[src/rtl/shared_timer_pkg.sv]
package shared_timer_pkg;
    localparam int BUS_W      = 32;
    localparam int ADR_CFG    = 0;
    localparam int ADR_CNT_LO = 1;
    localparam int ADR_CNT_HI = 2;
    localparam int ADR_CMP0   = 4;
    localparam int CFG_STOP   = 0;
    localparam int CFG_N_LSB  = 4;

    function automatic int cnt_width(input int ext_n);
        return 32 + 4 * ext_n;
    endfunction
endpackage

[src/rtl/shared_timer_count.sv]
module shared_timer_count #(
    parameter int EXT_N = 4,
    parameter int CNT_W = shared_timer_pkg::cnt_width(EXT_N)
) (
    input  logic             clk,
    input  logic             rst_n,
    input  logic             cfg_wr,
    input  logic             lo_wr,
    input  logic             hi_wr,
    input  logic [31:0]      wdata,
    output logic [CNT_W-1:0] cnt_o,
    output logic [CNT_W-1:0] cnt_nxt_o,
    output logic             stop_o
);
    typedef struct packed {
        logic             stop;
        logic [CNT_W-1:0] cnt;
    } cnt_st_t;

    cnt_st_t st_d, st_q;
    logic [63:0] wide;

    always_comb begin
        st_d = st_q;
        wide = 64'(st_q.cnt);
        // a load pre-empts the increment for that cycle
        if (!st_q.stop && !lo_wr && !hi_wr) begin
            wide = wide + 64'd1;
        end
        if (lo_wr) begin
            wide[31:0] = wdata;
        end
        if (hi_wr) begin
            wide[63:32] = wdata;
        end
        st_d.cnt = wide[CNT_W-1:0];
        if (cfg_wr) begin
            st_d.stop = wdata[shared_timer_pkg::CFG_STOP];
        end
    end

    always_ff @(posedge clk or negedge rst_n) begin
        if (!rst_n) begin
            st_q <= '{stop: 1'b1, cnt: '0};
        end else begin
            st_q <= st_d;
        end
    end

    assign cnt_o     = st_q.cnt;
    assign cnt_nxt_o = st_d.cnt;
    assign stop_o    = st_q.stop;


    stop_hold_chk: assert property (@(posedge clk) disable iff (!rst_n)
        (st_q.stop && !lo_wr && !hi_wr) |=> $stable(cnt_o));


    run_step_chk: assert property (@(posedge clk) disable iff (!rst_n)
        (!st_q.stop && !lo_wr && !hi_wr) |=> (cnt_o == CNT_W'($past(cnt_o) + 1'b1)));
endmodule

[src/rtl/shared_timer_cmp.sv]
module shared_timer_cmp #(
    parameter int NUM_CORES = 4,
    parameter int CNT_W     = 48
) (
    input  logic                        clk,
    input  logic                        rst_n,
    input  logic [NUM_CORES-1:0]        lo_wr,
    input  logic [NUM_CORES-1:0]        hi_wr,
    input  logic [31:0]                 wdata,
    input  logic [CNT_W-1:0]            cnt_i,
    input  logic [CNT_W-1:0]            cnt_nxt_i,
    output logic [NUM_CORES-1:0][63:0]  cmp_o,
    output logic [NUM_CORES-1:0]        irq_o
);
    typedef struct packed {
        logic [NUM_CORES-1:0][63:0] cmp;
        logic [NUM_CORES-1:0]       irq;
    } cmp_st_t;

    cmp_st_t st_d, st_q;

    always_comb begin
        st_d = st_q;
        for (int k = 0; k < NUM_CORES; k++) begin
            if (lo_wr[k]) begin
                st_d.cmp[k][31:0] = wdata;
            end
            if (hi_wr[k]) begin
                st_d.cmp[k][63:32] = wdata;
            end
            // flag follows the state the registers are about to hold
            st_d.irq[k] = (64'(cnt_nxt_i) >= st_d.cmp[k]);
        end
    end

    always_ff @(posedge clk or negedge rst_n) begin
        if (!rst_n) begin
            st_q.cmp <= '1;
            st_q.irq <= '0;
        end else begin
            st_q <= st_d;
        end
    end

    assign cmp_o = st_q.cmp;
    assign irq_o = st_q.irq;

    for (genvar g = 0; g < NUM_CORES; g++) begin : g_core

        irq_match_chk: assert property (@(posedge clk) disable iff (!rst_n)
            irq_o[g] == (64'(cnt_i) >= cmp_o[g]));


        cmp_hold_chk: assert property (@(posedge clk) disable iff (!rst_n)
            (!lo_wr[g] && !hi_wr[g]) |=> $stable(cmp_o[g]));
    end
endmodule

[src/rtl/shared_timer_regs.sv]
module shared_timer_regs #(
    parameter int NUM_CORES = 4,
    parameter int EXT_N     = 4,
    parameter int CNT_W     = shared_timer_pkg::cnt_width(EXT_N),
    parameter int ADDR_W    = 4
) (
    input  logic                       clk,
    input  logic                       rst_n,
    input  logic [ADDR_W-1:0]          bus_addr,
    input  logic                       bus_wr,
    input  logic [CNT_W-1:0]           cnt_i,
    input  logic                       stop_i,
    input  logic [NUM_CORES-1:0][63:0] cmp_i,
    output logic                       cfg_wr,
    output logic                       lo_wr,
    output logic                       hi_wr,
    output logic [NUM_CORES-1:0]       cmp_lo_wr,
    output logic [NUM_CORES-1:0]       cmp_hi_wr,
    output logic [31:0]                rdata
);
    import shared_timer_pkg::*;

    localparam int HI_BITS = CNT_W - 32;
    localparam logic [31:0] HI_MASK = (HI_BITS >= 32) ? '1 : 32'((33'd1 << HI_BITS) - 33'd1);
    localparam int LAST_ADR = ADR_CMP0 + 2 * NUM_CORES - 1;

    logic [63:0] cnt_wide;
    assign cnt_wide = 64'(cnt_i);

    always_comb begin
        cfg_wr = bus_wr && (bus_addr == ADDR_W'(ADR_CFG));
        lo_wr  = bus_wr && (bus_addr == ADDR_W'(ADR_CNT_LO));
        hi_wr  = bus_wr && (bus_addr == ADDR_W'(ADR_CNT_HI));
        for (int k = 0; k < NUM_CORES; k++) begin
            cmp_lo_wr[k] = bus_wr && (bus_addr == ADDR_W'(ADR_CMP0 + 2 * k));
            cmp_hi_wr[k] = bus_wr && (bus_addr == ADDR_W'(ADR_CMP0 + 2 * k + 1));
        end

        rdata = '0;
        if (bus_addr == ADDR_W'(ADR_CFG)) begin
            rdata[CFG_STOP] = stop_i;
            rdata[CFG_N_LSB +: 4] = 4'(EXT_N);
        end
        if (bus_addr == ADDR_W'(ADR_CNT_LO)) begin
            rdata = cnt_wide[31:0];
        end
        if (bus_addr == ADDR_W'(ADR_CNT_HI)) begin
            rdata = cnt_wide[63:32];
        end
        for (int k = 0; k < NUM_CORES; k++) begin
            if (bus_addr == ADDR_W'(ADR_CMP0 + 2 * k)) begin
                rdata = cmp_i[k][31:0];
            end
            if (bus_addr == ADDR_W'(ADR_CMP0 + 2 * k + 1)) begin
                rdata = cmp_i[k][63:32];
            end
        end
    end


    cfg_field_chk: assert property (@(posedge clk) disable iff (!rst_n)
        (bus_addr == ADDR_W'(ADR_CFG)) |-> (rdata[CFG_N_LSB +: 4] == 4'(EXT_N)));


    hi_zero_chk: assert property (@(posedge clk) disable iff (!rst_n)
        (bus_addr == ADDR_W'(ADR_CNT_HI)) |-> ((rdata & ~HI_MASK) == 32'd0));


    hole_zero_chk: assert property (@(posedge clk) disable iff (!rst_n)
        ((bus_addr == ADDR_W'(3)) || (32'(bus_addr) > LAST_ADR)) |-> (rdata == 32'd0));
endmodule

[src/rtl/shared_timer.sv]
module shared_timer #(
    parameter int NUM_CORES = 4,
    parameter int EXT_N     = 4,
    parameter int ADDR_W    = $clog2(shared_timer_pkg::ADR_CMP0 + 2 * NUM_CORES)
) (
    input  logic                 clk,
    input  logic                 rst_n,
    input  logic [ADDR_W-1:0]    bus_addr,
    input  logic                 bus_wr,
    input  logic [31:0]          bus_wdata,
    output logic [31:0]          bus_rdata,
    output logic [NUM_CORES-1:0] tmr_irq
);
    localparam int CNT_W = shared_timer_pkg::cnt_width(EXT_N);

    logic                       cfg_wr, lo_wr, hi_wr, stop;
    logic [NUM_CORES-1:0]       cmp_lo_wr, cmp_hi_wr;
    logic [CNT_W-1:0]           cnt, cnt_nxt;
    logic [NUM_CORES-1:0][63:0] cmp;

    shared_timer_regs #(
        .NUM_CORES(NUM_CORES), .EXT_N(EXT_N), .CNT_W(CNT_W), .ADDR_W(ADDR_W)
    ) i_regs (
        .clk(clk), .rst_n(rst_n), .bus_addr(bus_addr), .bus_wr(bus_wr),
        .cnt_i(cnt), .stop_i(stop), .cmp_i(cmp),
        .cfg_wr(cfg_wr), .lo_wr(lo_wr), .hi_wr(hi_wr),
        .cmp_lo_wr(cmp_lo_wr), .cmp_hi_wr(cmp_hi_wr), .rdata(bus_rdata)
    );

    shared_timer_count #(.EXT_N(EXT_N), .CNT_W(CNT_W)) i_count (
        .clk(clk), .rst_n(rst_n), .cfg_wr(cfg_wr), .lo_wr(lo_wr), .hi_wr(hi_wr),
        .wdata(bus_wdata), .cnt_o(cnt), .cnt_nxt_o(cnt_nxt), .stop_o(stop)
    );

    shared_timer_cmp #(.NUM_CORES(NUM_CORES), .CNT_W(CNT_W)) i_cmp (
        .clk(clk), .rst_n(rst_n), .lo_wr(cmp_lo_wr), .hi_wr(cmp_hi_wr),
        .wdata(bus_wdata), .cnt_i(cnt), .cnt_nxt_i(cnt_nxt),
        .cmp_o(cmp), .irq_o(tmr_irq)
    );
endmodule

[config.mk]
export PLATFORM = sky130hd
export DESIGN_NAME = shared_timer
export DESIGN_NICKNAME = d
export VERILOG_FILES = /design/src/rtl/shared_timer_pkg.sv /design/src/rtl/shared_timer_count.sv /design/src/rtl/shared_timer_cmp.sv /design/src/rtl/shared_timer_regs.sv /design/src/rtl/shared_timer.sv
export SDC_FILE = /design/constraint.sdc
export NUM_CORES = 1
export LEC_CHECK = 0
export BUFFER_PORTS_ARGS = -buffer_cell sky130_fd_sc_hd__buf_2
export CAP_MARGIN = 40
export CORE_UTILIZATION = 57
export DETAILED_ROUTE_END_ITERATION = 10
export PLACE_DENSITY = 0.83
export SYNTH_ARGS = -nofsm -noshare
export SYNTH_HDL_FRONTEND = slang
export SYNTH_SLANG_ARGS = --single-unit
[constraint.sdc]
create_clock -name clk -period 4.7 [get_ports clk]
set_input_delay 0.47 -clock clk [delete_from_list [all_inputs] [get_ports clk]]
set_output_delay 0.47 -clock clk [all_outputs]
set_load 0.02 [all_outputs]
* Yosys cells after proc, flatten, opt, wreduce, memory -nomap -nowiden
Cells that the tools add are included.
** Storage, ports and cells
- Register bits after elaboration :: 309
- Output and inout port bits :: 36
- Logic and storage cells :: 62
** Operators by class
- Add/subtract/negate cells :: 1
- Magnitude comparators :: 4
- Eq/ne operators :: 10
- Multiplexer cells :: 23
- Reductions and logical operators :: 17
** Operators by type and width (number)
- 32-bit 2-to-1 mux :: 19
- 48-bit by 64-bit >= comparator with 1-bit output :: 4
- 48-bit by 1-bit adder with 48-bit output, second input constant :: 1
- 48-bit 2-to-1 mux :: 1
- 4-bit by 3-bit == test with 1-bit output, second input constant :: 4
- 4-bit == test, second input constant :: 4
- 16-bit 2-to-1 mux :: 1
- 1-bit logical AND :: 13
- 4-bit by 1-bit == test with 1-bit output, second input constant :: 1
- 4-bit by 2-bit == test with 1-bit output, second input constant :: 1
- 4-bit logical NOT :: 1
- 1-bit logical NOT :: 3
- 3-bit 2-to-1 mux :: 1
- 1-bit 2-to-1 mux :: 1

* Longest topological paths before layout
Gate-level depths: netlist (run 1).
- Depth after elaboration :: 12
- Gate-level depth with buffers :: 18
- Mapped depth without buffers :: 17

* Hierarchy
Synthesis (run 1) repeated with hierarchy kept, for this count alone.
** Second synthesis, totals
- Cell total of the unflattened synthesis :: 2042
- Area total of the unflattened synthesis :: 20709.9 µm²
** Modules (own cells, without submodules)
- shared_timer_cmp :: times used 1, cells an instance 1293, area each 14731.6 µm², seq. area each 6826.5 µm²
- shared_timer_regs :: times used 1, cells an instance 436, area each 3151.8 µm², seq. area each 0.0 µm²
- shared_timer_count :: times used 1, cells an instance 313, area each 2826.5 µm², seq. area each 1227.4 µm²

* Worst setup path after synthesis (run 1)
Ideal clock, no wire load.
- Path type :: input -> register
- Start :: in bus_addr[1]
- End :: reg i_cmp.st_q, in the netlist i_cmp.irq_o[1]
- Library setup time :: 0.088 ns
- Data arrival time :: 4.053 ns
- Setup slack :: 0.559 ns
- Stages on the path :: 16
- Cells stage by stage :: clkbuf_1 > xor2_1 > a211o_2 > or4b_4 > nor3_1 > nand4_1 > nor2_1 > xnor2_1 > a21oi_1 > ha_1 > nand4_1 > or3_1 > nor4_1 > and3_1 > o21ai_0 > a41oi_1
** RTL lines
- from (decl) :: RTL line shared_timer.sv:8 : input logic [ADDR_W-1:0] bus_addr,
- to (signal assigned) :: RTL line shared_timer_cmp.sv:41 : st_q <= st_d;
- to (decl) :: RTL line shared_timer_cmp.sv:20 : cmp_st_t st_d, st_q;

==> results of run 1 <==
## stage by stage
stage / total power, mW / util [%] / hold slack (ps) / setup TNS, ps
after floorplan: 6.32 / - / 174 / 0
after global placement: 7.65 / 63.3 / 582 / 0
after detailed placement: 7.81 / 63.4 / 595 / -223
after CTS: 10.7 / 67.0 / 62.4 / 0
after global routing: 11.3 / 67.3 / 115 / -39.2
final: 10.8 / 67.3 / 50.2 / 0
## how the worst max path moves through the flow
stage,endpoint,cells past startpoint,start
after global placement,i_cmp.irq_o[1]$_DFF_PN0_,15,i_count.cnt_o[12]$_DFF_PN0_
after floorplan,i_cmp.irq_o[1]$_DFF_PN0_,16,bus_addr[1]
after global routing,i_cmp.irq_o[0]$_DFF_PN0_,17,i_count.cnt_o[12]$_DFF_PN0_
final,i_cmp.irq_o[3]$_DFF_PN0_,17,i_count.cnt_o[12]$_DFF_PN0_
after detailed placement,i_cmp.irq_o[1]$_DFF_PN0_,15,i_count.cnt_o[12]$_DFF_PN0_
after CTS,i_cmp.irq_o[3]$_DFF_PN0_,17,i_count.cnt_o[12]$_DFF_PN0_
## worst max-delay path, cell delays in order (launching register included)
cell and delay [ps]:
sky130_fd_sc_hd__dfrtp_1 430, sky130_fd_sc_hd__nand3_2 130, sky130_fd_sc_hd__or4_4 580, sky130_fd_sc_hd__or4b_4 600, sky130_fd_sc_hd__nor3_2 230, sky130_fd_sc_hd__nand4_1 180, sky130_fd_sc_hd__buf_4 190, sky130_fd_sc_hd__nor2_1 120
sky130_fd_sc_hd__xnor2_1 130, sky130_fd_sc_hd__a21oi_1 110, sky130_fd_sc_hd__buf_4 170, sky130_fd_sc_hd__ha_1 300, sky130_fd_sc_hd__nand2_1 160, sky130_fd_sc_hd__nor4_1 110, sky130_fd_sc_hd__a2111oi_2 430, sky130_fd_sc_hd__o221ai_2 190
sky130_fd_sc_hd__a21oi_1 230, sky130_fd_sc_hd__a21oi_1 90
## power by group through the flow
stage / Sequential, mW / Combinational (mW) / Clock [mW]
2_1_floorplan: 4.00 / 2.32 / 0
3_3_place_gp: 4.14 / 3.51 / 0
3_5_place_dp: 4.18 / 3.63 / 0
4_1_cts: 4.15 / 3.69 / 2.83
5_1_grt: 4.23 / 4.19 / 2.92
6_report: 4.17 / 3.80 / 2.81
## cell usage after synthesis (3+ instances only)
cell,number
sky130_fd_sc_hd__ha_1,187
sky130_fd_sc_hd__nand3_1,81
sky130_fd_sc_hd__o2111ai_1,4
sky130_fd_sc_hd__mux2_2,79
sky130_fd_sc_hd__o211ai_1,5
sky130_fd_sc_hd__nand2_1,114
sky130_fd_sc_hd__nor2b_1,5
sky130_fd_sc_hd__or4_1,3
sky130_fd_sc_hd__clkbuf_1,76
sky130_fd_sc_hd__o21a_1,9
sky130_fd_sc_hd__a221oi_1,4
sky130_fd_sc_hd__mux2i_1,184
sky130_fd_sc_hd__a2111oi_0,9
sky130_fd_sc_hd__xnor2_1,17
sky130_fd_sc_hd__a211oi_1,14
sky130_fd_sc_hd__o21ai_0,96
sky130_fd_sc_hd__a31oi_1,7
sky130_fd_sc_hd__a21o_1,16
sky130_fd_sc_hd__nor3_1,22
sky130_fd_sc_hd__dfstp_2,257
sky130_fd_sc_hd__buf_1,22
sky130_fd_sc_hd__and3_1,15
sky130_fd_sc_hd__inv_1,198
sky130_fd_sc_hd__a21oi_1,85
sky130_fd_sc_hd__nand4_1,34
sky130_fd_sc_hd__and4_1,4
sky130_fd_sc_hd__buf_2,3
sky130_fd_sc_hd__dfrtp_1,52
sky130_fd_sc_hd__a22oi_1,72
sky130_fd_sc_hd__xor2_1,30
sky130_fd_sc_hd__a222oi_1,38
sky130_fd_sc_hd__nor4_1,22
sky130_fd_sc_hd__nor2_1,78
sky130_fd_sc_hd__nand2b_1,5
## flip-flops by register name (all words and copies together), names as in the netlist, named ones only
signal          count
i_cmp.cmp_o       256
i_cmp.irq_o         4
i_count.cnt_o      46
i_count.stop_o      1
## metal layers
metal  share of wire, %  track usage [%]
met2                 45             60.8
met3                9.2             7.94
met5              0.023                0
met4                6.9             25.0
met1                 39             47.2
## timing repair
| action | CTS | global route |
|---|---|---|
| pin swaps | 3 | 8 |
| gates resized for setup | 6 | 14 |
| endpoints found under the setup margin | 2 | 4 |
| buffers inserted | 0 | 5 |
## cell families (layout without fill, tap and decap cells)
| kind of cell | count (synthesis) | count (layout) | synth area share [%] |
|---|---|---|---|
| mux | 263 | 263 | 14.2 |
| buf+inv | 303 | 466 | 6.09 |
| other cells | 0 | 3 | 0 |
| xor+xnor | 47 | 47 | 2.14 |
| compound gates | 377 | 377 | 13.1 |
| flops | 309 | 309 | 41.9 |
| fa+ha+maj | 189 | 189 | 12.3 |
| simple gates | 403 | 403 | 10.3 |
## area by class of cell
cell class | instances | area (um^2)
multi-input cells | 1279 | 10200
well taps | 442 | 553
repair buffers | 206 | 1430
clock inverters | 13 | 163
clock buffers | 49 | 1000
inverters | 198 | 743
fillers | 2559 | 10700
diodes | 3 | 7.51
flip-flops and latches | 309 | 8050
==> run_results.csv, run 1 <==
group,metric,value,unit
power,cell_internal_pwr,6.87,mW
critical_path,worstSetupStartpointType,"flop",
worst_hold_path,min-delay-path-class,"primary input to async pin",
timing,finalWorstPathRequiredPeriod,4510,ps
synth,post-synth-top-area-cell,"sky130_fd_sc_hd__dfstp_2",
cells_and_area,final_cells,2499,
cells_and_area,final_cell_mix,"sky130_fd_sc_hd__dfstp_2, sky130_fd_sc_hd__inv_1, sky130_fd_sc_hd__ha_1, sky130_fd_sc_hd__mux2i_1, sky130_fd_sc_hd__buf_4",
timing,fin_ws,190,ps
clocking,cts_hold_buf,0,
critical_path,logic_depth_of_the_worst_register_to_register_path,17,
critical_path,timing.setup.critical_path_class,"flop to flop",
synth,synth-edff-count,0,
floorplanning,die-area,34500,um^2
floorplanning,start_util,58.5,%
cells_and_area,drive_above_1_share,31.3,%
synth,netlist_instances,1891,
clocking,clk_root_buffer_cell,"sky130_fd_sc_hd__clkbuf_16",
placement,port_buffers,74,
synth,synth_cell_types,67,
timing,final_min_period_over_clock_period,96.0,%
detailed_routing,ant_nets,0,
cells_and_area,num-nets-final,2256,
power,vdd.ir_drop.worst,0.302,mV
power,cellPowerDensity,487,nW/um^2
run,timing.max_cap.violations,0,
timing,max_clock_freq,222,MHz
clocking,cts_max_path_buffers,3,
power,leakage,10.8,nW
synth,syn_nets,2117,
global_route,pin_count_of_the_biggest_net_entering_global_routing,117,
synth,syn-mean-instance-area,10.2,um^2
critical_path,worstPathMaxFanout,6,
global_route,first_global_vias,16800,
global_route,grt_use_total,38.2,%
floorplanning,floorplan.die.width,186,um
detailed_routing,vias,16300,
power,combinational_power_share,35.3,%
critical_path,r2r_setup_slack,190,ps
synth,postSynthRegisterBits,309,
critical_path,timing.rr.start,"i_count.cnt_o[12]$_DFF_PN0_",
timing,finalMaxSlewViolations,0,
cells_and_area,final_non_filler_cell_area,22100,um^2
synth,async_reset_ff_share,100,%
detailed_routing,number_of_vias_per_cell_after_detailed_routing,6.53,
floorplanning,dieHeight,186,um
clocking,numCtsBuffers,36,
placement,pre_cts_slack,-120,ps
critical_path,cp_data_required_time,5110,ps
clocking,htree_num_levels,2,
clocking,cts.sinks,309,
clocking,clk_latency,530,ps
detailed_routing,route.detailed.drc,0,
timing,hold_viol,0,
detailed_routing,first_pass_iters,6,
synth,synthesis.area,19200,um^2
timing,worst_slew_pin_slew,895,ps
synth,synth.yosys.warnings,0,
timing,setup_viol,0,
clocking,clk_pin_slew_worst_paths,60,ps
global_route,global_route_wire_length_before_repair,97500,um
global_route,antenna_found_initial,3,
placement,place_area,20800,um^2
power,switching_power,3.91,mW
timing,grt_setup_unrepaired,"yes",
detailed_routing,detailedRoute.firstIterationViolations,1700,
placement,gp_congestion,1.01,
synth,post_synth_main_area_contributors,"sky130_fd_sc_hd__dfstp_2, sky130_fd_sc_hd__ha_1, sky130_fd_sc_hd__mux2i_1",
detailed_routing,wl_per_cell,25.8,um
placement,dp_hpwl,47700,um
timing,worst_case_clock_skew,20.2,ps
power,power_frac_seq,38.7,%
power,pwr-share-clk,26.0,%
synth,synthDominantCellAreaShare,35.1,%
floorplanning,pin_count,75,
power,power_switching_share,36.3,%
critical_path,critPathCaptureType,"flop",
cells_and_area,layout_commonest_cell,"sky130_fd_sc_hd__dfstp_2",
outcome,outcome,"finished, final reports clean",
global_route,globalRouteOverflowTotal,0,
critical_path,critical_path.reg2reg.endpoint,"i_cmp.irq_o[3]$_DFF_PN0_",
detailed_routing,route.final.wire_length,64400,um
synth,yosys_most_used_dff,"sky130_fd_sc_hd__dfstp_2",
critical_path,worst_ep_arrival_time,4920,ps
placement,place_inst,2429,
floorplanning,placeableCoreArea,32900,um^2
timing,slew-limit-headroom,40.3,%
cells_and_area,syn_to_final_growth,15.1,%
clocking,tritoncts,"done",
synth,synth.yosys.seq_area_share,41.9,%
floorplanning,placement_rows,66,
(Power assumes the default switching activity.)
==> run 2: changes to the inputs <==
==> constraint.sdc (replaced) <==
create_clock -name clk -period 4.7 [get_ports clk]
set_input_delay 0.94 -clock clk [delete_from_list [all_inputs] [get_ports clk]]
set_output_delay 0.94 -clock clk [all_outputs]
set_load 0.02 [all_outputs]
==> run 2 against run 1 <==
  * Clock-buffer cell count fell by 2
  * Critical path depth rose by 2
  * Highest routed layer is now met4
  * Combinational power rose by 3%
  * Worst setup slack got worse by 67 ps
  * Total power rose by 2.8%
  * Via count rose by 1.5%
  * Register-to-register slack got worse by 70 ps
  * Final cell count rose by 1.6%
  * First-iteration DRC count rose by 0.82%
  * Critical path type unchanged
==> run_results.csv, run 2 (same netlist as run 1, synthesis figures left out) <==
group,metric,value,unit
outcome,outcome,"finished, final reports clean",
timing,hold_viol,0,
clocking,clk_latency,530,ps
detailed_routing,vias,16600,
global_route,globalRouteOverflowTotal,0,
detailed_routing,first_pass_iters,7,
critical_path,logic_depth_of_the_worst_register_to_register_path,19,
global_route,first_global_vias,17000,
critical_path,timing.rr.start,"i_count.cnt_o[14]$_DFF_PN0_",
floorplanning,placeableCoreArea,32900,um^2
cells_and_area,num-nets-final,2298,
critical_path,worstPathMaxFanout,5,
cells_and_area,syn_to_final_growth,17.3,%
placement,gp_congestion,1.01,
floorplanning,dieHeight,186,um
critical_path,timing.critical_path.mode_cell,"sky130_fd_sc_hd__buf_4",
clocking,cts_max_path_buffers,3,
critical_path,worstSetupStartpointType,"flop",
floorplanning,floorplan.die.width,186,um
detailed_routing,ant_nets,0,
timing,slew-limit-headroom,40.4,%
global_route,global_route_wire_length_before_repair,101000,um
critical_path,worst_ep_arrival_time,5020,ps
power,cellPowerDensity,492,nW/um^2
clocking,numCtsBuffers,36,
placement,port_buffers,74,
timing,finalMaxSlewViolations,0,
detailed_routing,wl_per_cell,26.3,um
critical_path,timing.setup.critical_path_class,"flop to flop",
critical_path,slowest_delay,600,ps
clocking,tritoncts,"done",
cells_and_area,final_cell_mix,"sky130_fd_sc_hd__dfstp_2, sky130_fd_sc_hd__inv_1, sky130_fd_sc_hd__ha_1, sky130_fd_sc_hd__mux2i_1, sky130_fd_sc_hd__buf_4",
floorplanning,start_util,58.5,%
timing,setup_viol,0,
floorplanning,placement_rows,66,
timing,finalWorstPathRequiredPeriod,4580,ps
critical_path,r2r_setup_slack,120,ps
timing,worst_case_clock_skew,16.9,ps
timing,max_clock_freq,218,MHz
global_route,antenna_found_initial,0,
critical_path,critical_path.reg2reg.endpoint,"i_cmp.irq_o[3]$_DFF_PN0_",
detailed_routing,number_of_vias_per_cell_after_detailed_routing,6.52,
critical_path,critPathCaptureType,"flop",
cells_and_area,largest_register_ff_count,256,
critical_path,cp_data_required_time,5140,ps
power,vdd.ir_drop.worst,0.347,mV
detailed_routing,detailedRoute.firstIterationViolations,1714,
placement,dp_hpwl,48900,um
floorplanning,pin_count,75,
floorplanning,die-area,34500,um^2
critical_path,crit_chain,"nand3_1, or4_4, or4b_4, nor3_4, nand4_1, buf_4, nor2_1, xnor2_1, a21oi_1, buf_4, ha_1, nand2_1, buf_4, nor3_1, nand3_1, o21bai_1, o221ai_1, a21oi_2, a21oi_1",
worst_hold_path,min-delay-path-class,"primary input to async pin",
timing,worst_slew_pin_slew,888,ps
cells_and_area,layout_commonest_cell,"sky130_fd_sc_hd__dfstp_2",
clocking,clk_pin_slew_worst_paths,60,ps
global_route,grt_use_total,39.6,%
power,leakage,11.1,nW
clocking,cts.sinks,309,
run,timing.max_cap.violations,0,
cells_and_area,antennaDiodeCount,0,
detailed_routing,route.final.wire_length,66700,um
timing,fin_tns_setup,0,ps
timing,finalHoldWorstSlack,511,ps
clocking,htree_num_levels,2,
timing,final_min_period_over_clock_period,97.4,%
cells_and_area,drive_above_1_share,32.8,%
clocking,cts_hold_buf,0,
critical_path,slowest_stage,"sky130_fd_sc_hd__or4_4",
global_route,pin_count_of_the_biggest_net_entering_global_routing,104,
detailed_routing,route.detailed.drc,0,
clocking,clk_root_buffer_cell,"sky130_fd_sc_hd__clkbuf_16",
run 2: worst max-delay path: cells and delay by family, from the launching register on:
kind	cells	cell delay, ps
flip-flops	1	400
XOR/XNOR	1	130
AO/OA/AOI/OAI	5	870
adder cells (fa/ha/maj)	1	310
buffers and inverters	3	490
AND/OR/NAND/NOR	9	2280
run 2: layout make-up:
cell class | instances | area, um^2
Timing Repair Buffer | 248 | 1780
Clock buffer | 47 | 1050
Sequential cell | 309 | 8060
Tap cell | 442 | 553
Fill cell | 2528 | 10300
Inverter | 198 | 743
Multi-Input combinational cell | 1279 | 10200
Clock inverter | 16 | 194
run 2: worst max path at each step:
stage | end | depth (start not counted) | start | slack, ps
after floorplan | i_cmp.irq_o[1]$_DFF_PN0_ | 16 | bus_addr[1] | 90
after global placement | i_cmp.irq_o[1]$_DFF_PN0_ | 17 | bus_addr[0] | -190
after detailed placement | i_cmp.irq_o[3]$_DFF_PN0_ | 18 | bus_addr[0] | -350
after CTS | i_cmp.irq_o[1]$_DFF_PN0_ | 17 | i_count.cnt_o[10]$_DFF_PN0_ | 9
after global routing | i_cmp.irq_o[0]$_DFF_PN0_ | 18 | i_count.cnt_o[5]$_DFF_PN0_ | -10
final | i_cmp.irq_o[3]$_DFF_PN0_ | 19 | i_count.cnt_o[14]$_DFF_PN0_ | 120
run 2: power breakdown:
part	internal (mW)	switching [mW]	total, mW
logic	1.64	2.30	3.93
registers	3.67	0.533	4.20
clock network	1.79	1.15	2.94
run 2: per-stage QoR:
step / utilization [%] / total power, mW / area (um^2) / setup slack [ps] / std cells
after floorplan: - / 6.32 / 19200 / 88.9 / 1891
after global placement: 64.4 / 7.80 / 21200 / -194 / 2468
after CTS: 68.2 / 11.0 / 22400 / 8.65 / 2531
after detailed placement: 64.4 / 7.96 / 21200 / -345 / 2468
final: 68.6 / 11.1 / 22500 / 123 / 2539
after global routing: 68.6 / 11.6 / 22500 / -12.6 / 2539
run 2: repair_timing:
item / CTS / global route
setup endpoints to repair: 3 / 4
pin swaps: 0 / 5
setup buffers: 0 / 7
gates resized for setup: 4 / 18
run 2: per-layer routing:
layer	part of all wire, %	GRT usage (%)
met5	0	0
met4	6.8	24.1
met3	9.7	8.77
met2	44	61.9
met1	39	50.0
